`config.mk`:
```
export PLATFORM = sky130hd
export DESIGN_NAME = load_hazard_sb
export DESIGN_NICKNAME = d
export VERILOG_FILES = /design/src/rtl/sb_pkg.sv /design/src/rtl/sb_tag_fifo.sv /design/src/rtl/sb_raw_match.sv /design/src/rtl/load_hazard_sb.sv
export SDC_FILE = /design/constraint.sdc
export NUM_CORES = 1
export LEC_CHECK = 0
export BUFFER_PORTS_ARGS = -buffer_cell sky130_fd_sc_hd__buf_2
export CORE_MARGIN = 5
export CORE_UTILIZATION = 25
export DETAILED_ROUTE_END_ITERATION = 16
export PLACE_DENSITY = 0.45
export SLEW_MARGIN = 20
export SYNTH_ARGS = -nofsm -noshare
export SYNTH_HDL_FRONTEND = slang
export SYNTH_SLANG_ARGS = --single-unit
```
`constraint.sdc`:
```
create_clock -name clk -period 2.6 [get_ports clk]
set_input_delay 0.13 -clock clk [delete_from_list [all_inputs] [get_ports clk]]
set_output_delay 0.13 -clock clk [all_outputs]
set_load 0.1 [all_outputs]
```
`src/rtl/sb_pkg.sv`:
```
package sb_pkg;
  typedef enum logic [1:0] {
    HOLD_NONE = 2'd0,
    HOLD_FULL = 2'd1,
    HOLD_RAW  = 2'd2
  } hold_e;
endpackage

```
`src/rtl/sb_tag_fifo.sv`:
```
module sb_tag_fifo #(
  parameter int QDEPTH = 4,
  parameter int TAG_W  = 4,
  localparam int PTR_W = (QDEPTH > 1) ? $clog2(QDEPTH) : 1,
  localparam int CNT_W = $clog2(QDEPTH + 1)
) (
  input  logic                    clk,
  input  logic                    rst,
  input  logic                    push,
  input  logic [TAG_W-1:0]        push_tag,
  input  logic                    pop,
  output logic [QDEPTH*TAG_W-1:0] tags_flat,
  output logic [QDEPTH-1:0]       live,
  output logic [CNT_W-1:0]        occ,
  output logic                    full
);
  logic [TAG_W-1:0] tag_mem [QDEPTH];
  logic [PTR_W-1:0] wr_ptr, rd_ptr;
  logic             pop_eff;

  assign pop_eff = pop && (occ != '0);
  assign full    = (occ == CNT_W'(QDEPTH));

  function automatic logic [PTR_W-1:0] nxt(input logic [PTR_W-1:0] p);
    return (p == PTR_W'(QDEPTH - 1)) ? '0 : p + 1'b1;
  endfunction

  // Tag storage carries no reset so it can map to distributed RAM.
  always_ff @(posedge clk) begin
    if (push) tag_mem[wr_ptr] <= push_tag;
  end

  always_ff @(posedge clk) begin
    if (rst) begin
      wr_ptr <= '0;
      rd_ptr <= '0;
      occ    <= '0;
      live   <= '0;
    end else begin
      if (push) wr_ptr <= nxt(wr_ptr);
      if (pop_eff) rd_ptr <= nxt(rd_ptr);
      case ({push, pop_eff})
        2'b10:   occ <= occ + 1'b1;
        2'b01:   occ <= occ - 1'b1;
        default: occ <= occ;
      endcase
      for (int i = 0; i < QDEPTH; i++) begin
        if (push && (wr_ptr == PTR_W'(i)))
          live[i] <= 1'b1;
        else if (pop_eff && (rd_ptr == PTR_W'(i)))
          live[i] <= 1'b0;
      end
    end
  end

  generate
    for (genvar g = 0; g < QDEPTH; g++) begin : g_out
      assign tags_flat[g*TAG_W +: TAG_W] = tag_mem[g];
    end
  endgenerate
endmodule

```
`src/rtl/sb_raw_match.sv`:
```
module sb_raw_match #(
  parameter int QDEPTH = 4,
  parameter int TAG_W  = 4
) (
  input  logic [QDEPTH*TAG_W-1:0] tags_flat,
  input  logic [QDEPTH-1:0]       live,
  input  logic [TAG_W-1:0]        src,
  input  logic                    src_en,
  output logic                    hit
);
  logic [QDEPTH-1:0] eq;
  generate
    for (genvar g = 0; g < QDEPTH; g++) begin : g_cmp
      assign eq[g] = live[g] && (tags_flat[g*TAG_W +: TAG_W] == src);
    end
  endgenerate
  assign hit = src_en && (|eq);
endmodule

```
`src/rtl/load_hazard_sb.sv`:
```
module load_hazard_sb #(
  parameter int NUM_REGS = 16,
  parameter int QDEPTH   = 4,
  localparam int TAG_W   = $clog2(NUM_REGS),
  localparam int CNT_W   = $clog2(QDEPTH + 1)
) (
  input  logic             clk,
  input  logic             rst,
  input  logic             req_valid,
  input  logic [TAG_W-1:0] req_rs1,
  input  logic             req_rs1_en,
  input  logic [TAG_W-1:0] req_rs2,
  input  logic             req_rs2_en,
  input  logic             req_is_load,
  input  logic [TAG_W-1:0] req_rd,
  input  logic             mem_done,
  output logic             stall
);
  import sb_pkg::*;

  logic [QDEPTH*TAG_W-1:0] tags_flat;
  logic [QDEPTH-1:0]       live;
  logic [CNT_W-1:0]        occ;
  logic                    full;
  logic                    hit1, hit2;
  logic                    push;
  hold_e                   hold;

  sb_tag_fifo #(.QDEPTH(QDEPTH), .TAG_W(TAG_W)) u_fifo (
    .clk(clk), .rst(rst), .push(push), .push_tag(req_rd), .pop(mem_done),
    .tags_flat(tags_flat), .live(live), .occ(occ), .full(full)
  );

  sb_raw_match #(.QDEPTH(QDEPTH), .TAG_W(TAG_W)) u_m1 (
    .tags_flat(tags_flat), .live(live), .src(req_rs1), .src_en(req_rs1_en), .hit(hit1)
  );

  sb_raw_match #(.QDEPTH(QDEPTH), .TAG_W(TAG_W)) u_m2 (
    .tags_flat(tags_flat), .live(live), .src(req_rs2), .src_en(req_rs2_en), .hit(hit2)
  );

  // Dependencies look only at registered state: a returning load unblocks
  // its reader one cycle later. Occupancy may use the same-cycle retire.
  always_comb begin
    hold = HOLD_NONE;
    if (req_valid) begin
      if (hit1 || hit2)
        hold = HOLD_RAW;
      else if (req_is_load && full && !mem_done)
        hold = HOLD_FULL;
    end
  end

  assign stall = (hold != HOLD_NONE);
  assign push  = req_valid && req_is_load && !stall;
endmodule

```
== Word-level counts from Yosys, hierarchy flattened ==
Memories as Yosys holds them, arrays and structs flattened.
Cells that the tools add are included.
Word-level totals
  bits of input ports: 19
  word-level logic and storage cells: 82
  bits in registers: 11
  memories: 1
  output and inout port bits: 1
  RAM bits: 16
Cells by class
  equal/unequal tests: 17
  add/sub/neg operators: 4
  reduce and logical (&&, ||, !) cells: 37
  muxes and demuxes: 16
Memories
  u_fifo.tag_mem: words 4, width 4, read ports 4, clocked after memory_dff 0, wr ports 1, RTL line sb_tag_fifo.sv:17  | logic [TAG_W-1:0] tag_mem [QDEPTH];
Operators with widths (number)
  equality test 4 bit: 8
  logical AND 1 bit: 23
  nonzero test 2 bit: 6
  2-to-1 mux 1 bit: 11
  equality test 2 bit (second input constant): 5
  2-to-1 mux 2 bit: 4
  OR reduction 4 bit: 2
  equality test 2 x 1 -> 1 bit (second input constant): 3
  one-hot mux 3 bit (2 select lines): 1
  adder 2 x 1 -> 2 bit (second input constant): 2
  logical NOT 2 bit: 2
  adder 3 x 1 -> 3 bit (second input constant): 1
  equality test 3 bit (second input constant): 1
  nonzero test 3 bit: 1
  subtractor 3 x 1 -> 3 bit (second input constant): 1
  logical NOT 1 bit: 2
  logical OR 1 bit: 1

== Longest topological paths before layout ==
Gate-level depths: netlist of the first run.
An unclocked memory read counts as a cell.
  depth after elaboration: 13
  gate-level depth with buffers: 15
  mapped depth without buffers: 13

== Modules after synthesis ==
A second synthesis of the first run with hierarchy kept.
Second synthesis, totals
  cells, all modules: 140
  area, all modules: 1547.7 um^2
By module, submodules not included
  sb_tag_fifo: area each 1113.6 um^2, times used 1, cells each 85, seq. area each 700.7 um^2
  sb_raw_match: area each 190.2 um^2, times used 2, cells each 25, seq. area each 0.0 um^2
  load_hazard_sb: area each 53.8 um^2, times used 1, cells each 5, seq. area each 0.0 um^2

== Worst setup path before layout of the first run ==
OpenSTA, ideal clock, no wires.
  path kind: flip-flop to flip-flop
  from: memory u_fifo.tag_mem[0][2]
  to: register u_fifo.occ[2]
  clock period less this slack: 2.621 ns
  required time: 2.530 ns
  setup time: 0.070 ns
  slack: -0.021 ns
  cell stages (with the launch flop): 14
  data arrival time: 2.551 ns
  path buffers: 1
  cell sequence: edfxtp_1 xor2_1 nor4_1 a31oi_2 a21boi_2 nor4_4 buf_6 inv_2 ha_1 inv_1 fa_1 xor2_1 or3_1 a21oi_1
RTL lines
  start: declaration: RTL line sb_tag_fifo.sv:17
  end signal: assignment: RTL line sb_tag_fifo.sv:43  | 2'b10: occ <= occ + 1'b1;
  end signal: assignment: RTL line sb_tag_fifo.sv:44  | 2'b01: occ <= occ - 1'b1;
  end: declaration: RTL line sb_tag_fifo.sv:14  | output logic [CNT_W-1:0] occ,

==> key figures, run 1 <==
Die
  – Core footprint: 0.00596 sq mm
  – Initial core utilization: 25.9%
  – Die ar.: 0.00785 sq mm
  – IO Count: 20
  – Chip Height: 88.6 um
  – Std cell rows: 28
  – Die W: 88.6 um

Power
  – LEAKAGE: 0.688 nW
  – Total chip power: 1.04 mW
  – Worst vdd ir: 0.316 mV
  – Pwr/cell area: 563 mW/mm^2

Setup path
  – CP most frequent cell: inv_2
  – Startpoint Class: flop
  – R2R Path Start: u_fifo.tag_mem[3][1]
  – CP max stage cell: edfxtp_1
  – CP required: 2800 ps
  – Element type at the critical path end: flop
  – Arrival time at the worst endpoint: 2780 ps
  – Crit Path Class: flop to flop
  – Critical R2R Capture: u_fifo.occ[2]
  – R2r setup slk: 30 ps
  – End of the critical path: u_fifo.occ[2]
  – Critical Path Start: u_fifo.tag_mem[3][1]
  – Max incr delay on CP: 420 ps
  – Cells on worst reg2reg path: 14
  – Max Fanout on Critical Path: 2
  – Critical path, cell by cell: xnor2_1 > nand2_1 > nor4_2 > a31oi_1 > a21boi_1 > buf_4 > nor4_4 > inv_2 > ha_4 > inv_2 > fa_2 > xor2_1 > or3_1 > a21oi_1

Yosys
  – Yosys warning count: 0
  – Average size of a mapped cell: 10.7 sq um
  – Sequential share of the synthesized area: 45.3%
  – Count of cell types in the netlist: 29
  – Mapped cell area: 0.00155 sq mm
  – Synthesized flop and latch total: 27
  – Syn_nets: 173
  – Mapped Cells: 144

Clocking
  – CTS tree: yes
  – Clk slew on worst S/H paths: 90 ps
  – Htree depth: 1
  – CTS root buffer: clkbuf_8
  – Clk_lat worst skew: 260 ps
  – CTS Hold Bufs: 0
  – Clock buffer depth: 2
  – CTS Buf Count: 3
  – Clk sinks: 27

Finish
  – Final Util: 31.1%
  – Share of layout cells above drive strength 1: 24.0%
  – # diodes: 0
  – Commonest cells after routing, fill and taps aside: xor2_1 (26), buf_2 (19), edfxtp_1 (16)
  – Commonest non-fill, non-tap cell in the layout: xor2_1
  – Final nets: 201
  – Area Growth Syn to Fin: 19.7%
  – Fillers: 627

Global routing
  – Gr ovfl total: 0
  – Largest net degree at the start of global routing: 15
  – Total GRT Usage: 8.92%
  – First-pass GRT wire length: 5420 um
  – Vias in the first global route: 1,183
  – Initial antenna violation count: 0

Timing
  – Final Max Tran Viols: 0
  – Crit path time final: 2570 ps
  – RSZ-0062 raised after global routing: yes
  – Setup Viol. Count Final: 0
  – Fmax: 0.389 GHz
  – Slew headroom: 67.9%
  – Worst Slack Setup Final: 27.0 ps
  – Hold Fails Final Rpt: 0
  – Period utilization: 99.0%
  – Clk_skew: 4.27 ps
  – Measured slew at the worst slew-check pin: 485 ps

Drt
  – First DRT Iteration DRCs: 13
  – DR WL/cell: 13.7 um
  – Residual DRC: 0
  – Vias: 1,083
  – Post-Route WL: 3360 um
  – Pre-antenna DRT Iters: 4
  – Via/cell ratio: 4.40
  – Antenna viol nets, final: 0

Worst hold path
  – Hold crit path type: input port to flop

Place
  – DP HPWL: 2820 um
  – Port Buf Inserts: 19
  – Setup WS pre-CTS: -24.8 ps
  – Routability cong.: 0.822

Outcome
  – Outcome: complete, no violations

Run
  – Max cap viols: 0
[state kept, by name, indices dropped and copies added (netlist names)]
| signal | flops |
|---|---|
| u_fifo.tag_mem | 16 |
| u_fifo.wr_ptr | 2 |
| u_fifo.rd_ptr | 2 |
| u_fifo.live | 4 |
| u_fifo.occ | 3 |
[cells in the mapped netlist]
cell type	n	area, sq um
a21boi_1	1	7.51
a21boi_2	1	11.3
a21oi_1	8	40.0
a31o_1	4	35.0
a31oi_1	3	18.8
a31oi_2	1	12.5
and2_1	4	25.0
buf_2	1	5.00
buf_6	1	11.3
clkbuf_1	2	7.51
clkinv_1	1	3.75
dfxtp_1	11	220
edfxtp_1	16	480
fa_1	1	20.0
ha_1	9	113
inv_1	7	26.3
inv_2	1	3.75
mux2_1	1	11.3
mux2i_1	1	10.0
nand2_1	12	45.0
nor2_1	9	33.8
nor3_1	5	25.0
nor4_1	5	31.3
nor4_4	1	21.3
o21ai_0	1	5.00
o31a_1	2	17.5
or3_1	1	6.26
xnor2_1	8	70.1
xor2_1	26	228
[worst min path at each step]
stage               depth (start not counted)                   end  slack (ps)       from
floorplan                                   0  u_fifo.tag_mem[0][0]         230  req_rd[0]
global placement                            1  u_fifo.tag_mem[0][1]         340  req_rd[1]
detailed placement                          1  u_fifo.tag_mem[3][1]         350  req_rd[1]
CTS                                         1  u_fifo.tag_mem[3][1]          70  req_rd[1]
global route                                1  u_fifo.tag_mem[3][1]          70  req_rd[1]
finish                                      1  u_fifo.tag_mem[3][1]          80  req_rd[1]
[per-stage QoR]
| stage | cell area (sq um) | cells | TNS, ps | hold WS, ps |
|---|---|---|---|---|
| floorplan | 1560 | 144 | 0 | 229 |
| global placement | 1760 | 239 | 0 | 341 |
| detailed placement | 1760 | 239 | -24.8 | 349 |
| CTS | 1810 | 244 | -3.90 | 69.1 |
| global route | 1850 | 246 | -185 | 71.3 |
| finish | 1850 | 246 | 0 | 75.3 |
[what timing repair did]
item	in CTS	in global routing
gates resized for setup	0	5
pin swaps	2	6
setup buffers	1	2
setup endpoints to repair	1	2
[worst max-delay path: cells and delay by family, from the launching register on]
family	cells	cell delay, ps
AOI/OAI and AO/OA	3	330
xor gates and xnor gates	2	360
adders and majority gates	2	460
buffers and inverters	3	250
DFF	1	420
and+or+nand+nor	4	690
[cell families after synthesis]
logic type | synth area share, %
multiplexers | 1.38
adder cells (fa/ha/maj) | 8.58
XOR/XNOR | 19.3
buffers and inverters | 3.72
flip-flops | 45.3
AO/OA/AOI/OAI | 9.55
AND/OR/NAND/NOR | 12.1
[where the power goes]
part / total, mW / internal, mW / switching, mW
combinational: 0.289 / 0.131 / 0.159
sequential: 0.522 / 0.488 / 0.0346
clock: 0.229 / 0.109 / 0.120
total: 1.04 / 0.728 / 0.313
[layer usage]
layer / GRT usage (%) / routed length (um) / vias to the layer above
met4: 2.20 / 50 / 0
met5: 0 / 0 / -
met1: 10.6 / 1490 / 512
li1: - / - / 543
met2: 16.5 / 1670 / 22
met3: 1.68 / 141 / 6
[cell type report]
cell class | count | area (sq um) | area share (%)
Multi-Input combinational cell | 104 | 821 | 44.4
Tap cell | 75 | 93.8 | 5.07
Inverter | 9 | 33.8 | 1.83
Timing Repair Buffer | 27 | 155 | 8.39
Sequential cell | 27 | 701 | 37.9
Clock buffer | 4 | 45.0 | 2.44
Power figures use the tool's default switching activity.
==> inputs of run 2 (changes only) <==
--- a/config.mk
+++ b/config.mk
@@ -5,6 +5,7 @@
 export SDC_FILE = /design/constraint.sdc
 export NUM_CORES = 1
 export LEC_CHECK = 0
+export ABC_AREA = 1
 export BUFFER_PORTS_ARGS = -buffer_cell sky130_fd_sc_hd__buf_2
 export CORE_MARGIN = 5
 export CORE_UTILIZATION = 25
@@ -14,3 +15,4 @@
 export SYNTH_ARGS = -nofsm -noshare
 export SYNTH_HDL_FRONTEND = slang
 export SYNTH_SLANG_ARGS = --single-unit
+export TNS_END_PERCENT = 5
==> key figures, run 2 <==
Outcome
  – Outcome: complete, no violations

Finish
  – Max FFs per register: 16
  – # diodes: 0
  – Fillers: 754
  – Final nets: 280
  – Biggest registers after layout: u_fifo.tag_mem (16), u_fifo.live (4), u_fifo.occ (3)
  – Share of layout cells above drive strength 1: 15.6%
  – Commonest non-fill, non-tap cell in the layout: nand2_1
  – Largest reg by FF count: u_fifo.tag_mem
  – Area Growth Syn to Fin: 14.3%
  – Commonest cells after routing, fill and taps aside: nand2_1 (56), inv_1 (36), nor2_1 (31)
  – Final Util: 29.0%

Yosys
  – Most frequent cells after synthesis: nand2_1 (56), inv_1 (36), nor2_1 (31)
  – Share of the synthesized area in the top cell type: 28.3%
  – Area leader, netlist: edfxtp_1
  – Yosys warning count: 0
  – Count of cell types in the netlist: 22
  – Syn_nets: 256
  – Mapped Cells: 227
  – EDFF count, synth: 16
  – Sequential share of the synthesized area: 41.3%
  – Mapped cell area: 0.00170 sq mm
  – Top FF cell, synth: edfxtp_1
  – Top-count cell post-synth: nand2_1
  – Synthesized flop and latch total: 27
  – Ys async rst share: 0%
  – Average size of a mapped cell: 7.47 sq um
  – Top cells by area, synth: edfxtp_1 (28%), dfxtp_1 (13%), nand2_1 (12%)

Power
  – Worst vdd ir: 0.169 mV
  – Total chip power: 1.01 mW
  – Pwr/cell area: 524 mW/mm^2
  – LEAKAGE: 0.934 nW

Setup path
  – Element type at the critical path end: flop
  – CP max stage cell: edfxtp_1
  – Crit Path Class: flop to flop
  – Max Fanout on Critical Path: 7
  – Max incr delay on CP: 450 ps
  – CP required: 2810 ps
  – Cells on worst reg2reg path: 12
  – Critical path, cell by cell: o21ai_0 > nor2_1 > nand3_2 > nand2_2 > o21ai_4 > nand3_2 > nor2_2 > inv_1 > ha_1 > inv_1 > fa_1 > a21oi_1
  – Arrival time at the worst endpoint: 2540 ps
  – Startpoint Class: flop

Clocking
  – Htree depth: 1
  – CTS Hold Bufs: 0
  – Clk slew on worst S/H paths: 90 ps
  – CTS root buffer: clkbuf_8
  – # Post-CTS Setup Buffers: 0
  – Clk_lat worst skew: 270 ps
  – Clock buffer depth: 2
  – CTS tree: yes
  – Clk sinks: 27
  – CTS Buf Count: 3
  – Post-cts resize count: 0

Global routing
  – Vias in the first global route: 1,254
  – Gr ovfl total: 0
  – Largest net degree at the start of global routing: 15
  – First-pass GRT wire length: 6180 um
  – Initial antenna violation count: 0
  – Total GRT Usage: 9.31%

Die
  – Die W: 92.4 um
  – Die ar.: 0.00853 sq mm
  – Core footprint: 0.00668 sq mm
  – Std cell rows: 30
  – Chip Height: 92.4 um
  – Initial core utilization: 25.4%
  – IO Count: 20

Timing
  – RSZ-0062 raised after global routing: no
  – Final Max Tran Viols: 0
  – Setup Viol. Count Final: 0
  – Clk_skew: 5.11 ps
  – Fmax: 0.430 GHz
  – Crit path time final: 2320 ps
  – Hold Fails Final Rpt: 0
  – Measured slew at the worst slew-check pin: 489 ps
  – Hold slack: 82.6 ps
  – Period utilization: 89.4%
  – Slew headroom: 67.6%
  – Worst Slack Setup Final: 276 ps
  – Fin Setup TNS: 0 ps

Drt
  – Post-Route WL: 3920 um
  – Pre-antenna DRT Iters: 4
  – First DRT Iteration DRCs: 133
  – Vias: 1,420
  – Antenna viol nets, final: 0
  – DR WL/cell: 11.9 um
  – Via/cell ratio: 4.30
  – Residual DRC: 0

Run
  – Max cap viols: 0

Worst hold path
  – Hold crit path type: input port to flop
  – Worst hold path depth: 1

Place
  – Routability cong.: 0.821
  – Port Buf Inserts: 19
  – DP HPWL: 3290 um
  – Setup WS pre-CTS: 275 ps
run 2: cell count changes in the layout (fill, tap and decap cells not counted), moves of 7 or more:
cell and change:
xor2_1 -24, inv_1 +30, nand2_1 +44, buf_4 -7, nor2_1 +23, o21ai_0 +10, nand4_1 +9
run 2: kinds of logic after synthesis:
| kind of cell | share of synthesized area [%] |
|---|---|
| adders and majority gates | 7.82 |
| xor gates and xnor gates | 4.13 |
| AOI/OAI and AO/OA | 9.67 |
| buffers and inverters | 10.0 |
| and+or+nand+nor | 27.0 |
| DFF | 41.3 |
run 2: critical path: cells and delay by family, from the launching register on:
family	cells	cell delay (ps)
adder cells (fa/ha/maj)	2	610
flip-flops	1	450
AO/OA/AOI/OAI	3	590
buffers and inverters	2	150
AND/OR/NAND/NOR	5	460
run 2: final timing paths:
path         slack (ps)                    to                 start
max                 280         u_fifo.occ[1]  u_fifo.tag_mem[0][3]
min                  80  u_fifo.tag_mem[2][3]             req_rd[3]
max reg2reg         280         u_fifo.occ[1]  u_fifo.tag_mem[0][3]
min reg2reg         480         u_fifo.occ[2]         u_fifo.occ[2]
run 2: final cells by class:
| type | instances | area [sq um] | area share [%] |
|---|---|---|---|
| Clock buffer | 4 | 45.0 | 2.32 |
| Inverter | 44 | 165 | 8.52 |
| Multi-Input combinational cell | 155 | 825 | 42.5 |
| Sequential cell | 27 | 701 | 36.2 |
| Tap cell | 80 | 100 | 5.16 |
| Timing Repair Buffer | 20 | 103 | 5.29 |
run 2: stage by stage:
stage	std cells	area, sq um
after floorplan	227	1700
after global placement	326	1890
after detailed placement	326	1890
after CTS	330	1940
after global routing	330	1940
final	330	1940
run 2: routing by layer:
metal	part of all wire [%]	up-vias	GRT usage [%]	routed length, um
met3	3.7	4	1.06	146
met5	0	-	0	0
li1	-	762	-	-
met1	50	623	13.1	1960
met2	45	31	14.7	1760
met4	1.5	0	3.34	59
run 2: report_power, final:
group / internal, mW / total (mW) / switching (mW) / leakage (nW)
sequential: 0.492 / 0.523 / 0.0312 / 0.236
clock: 0.110 / 0.243 / 0.133 / 0.0228
combinational: 0.0936 / 0.249 / 0.156 / 0.676
total: 0.695 / 1.01 / 0.320 / 0.934
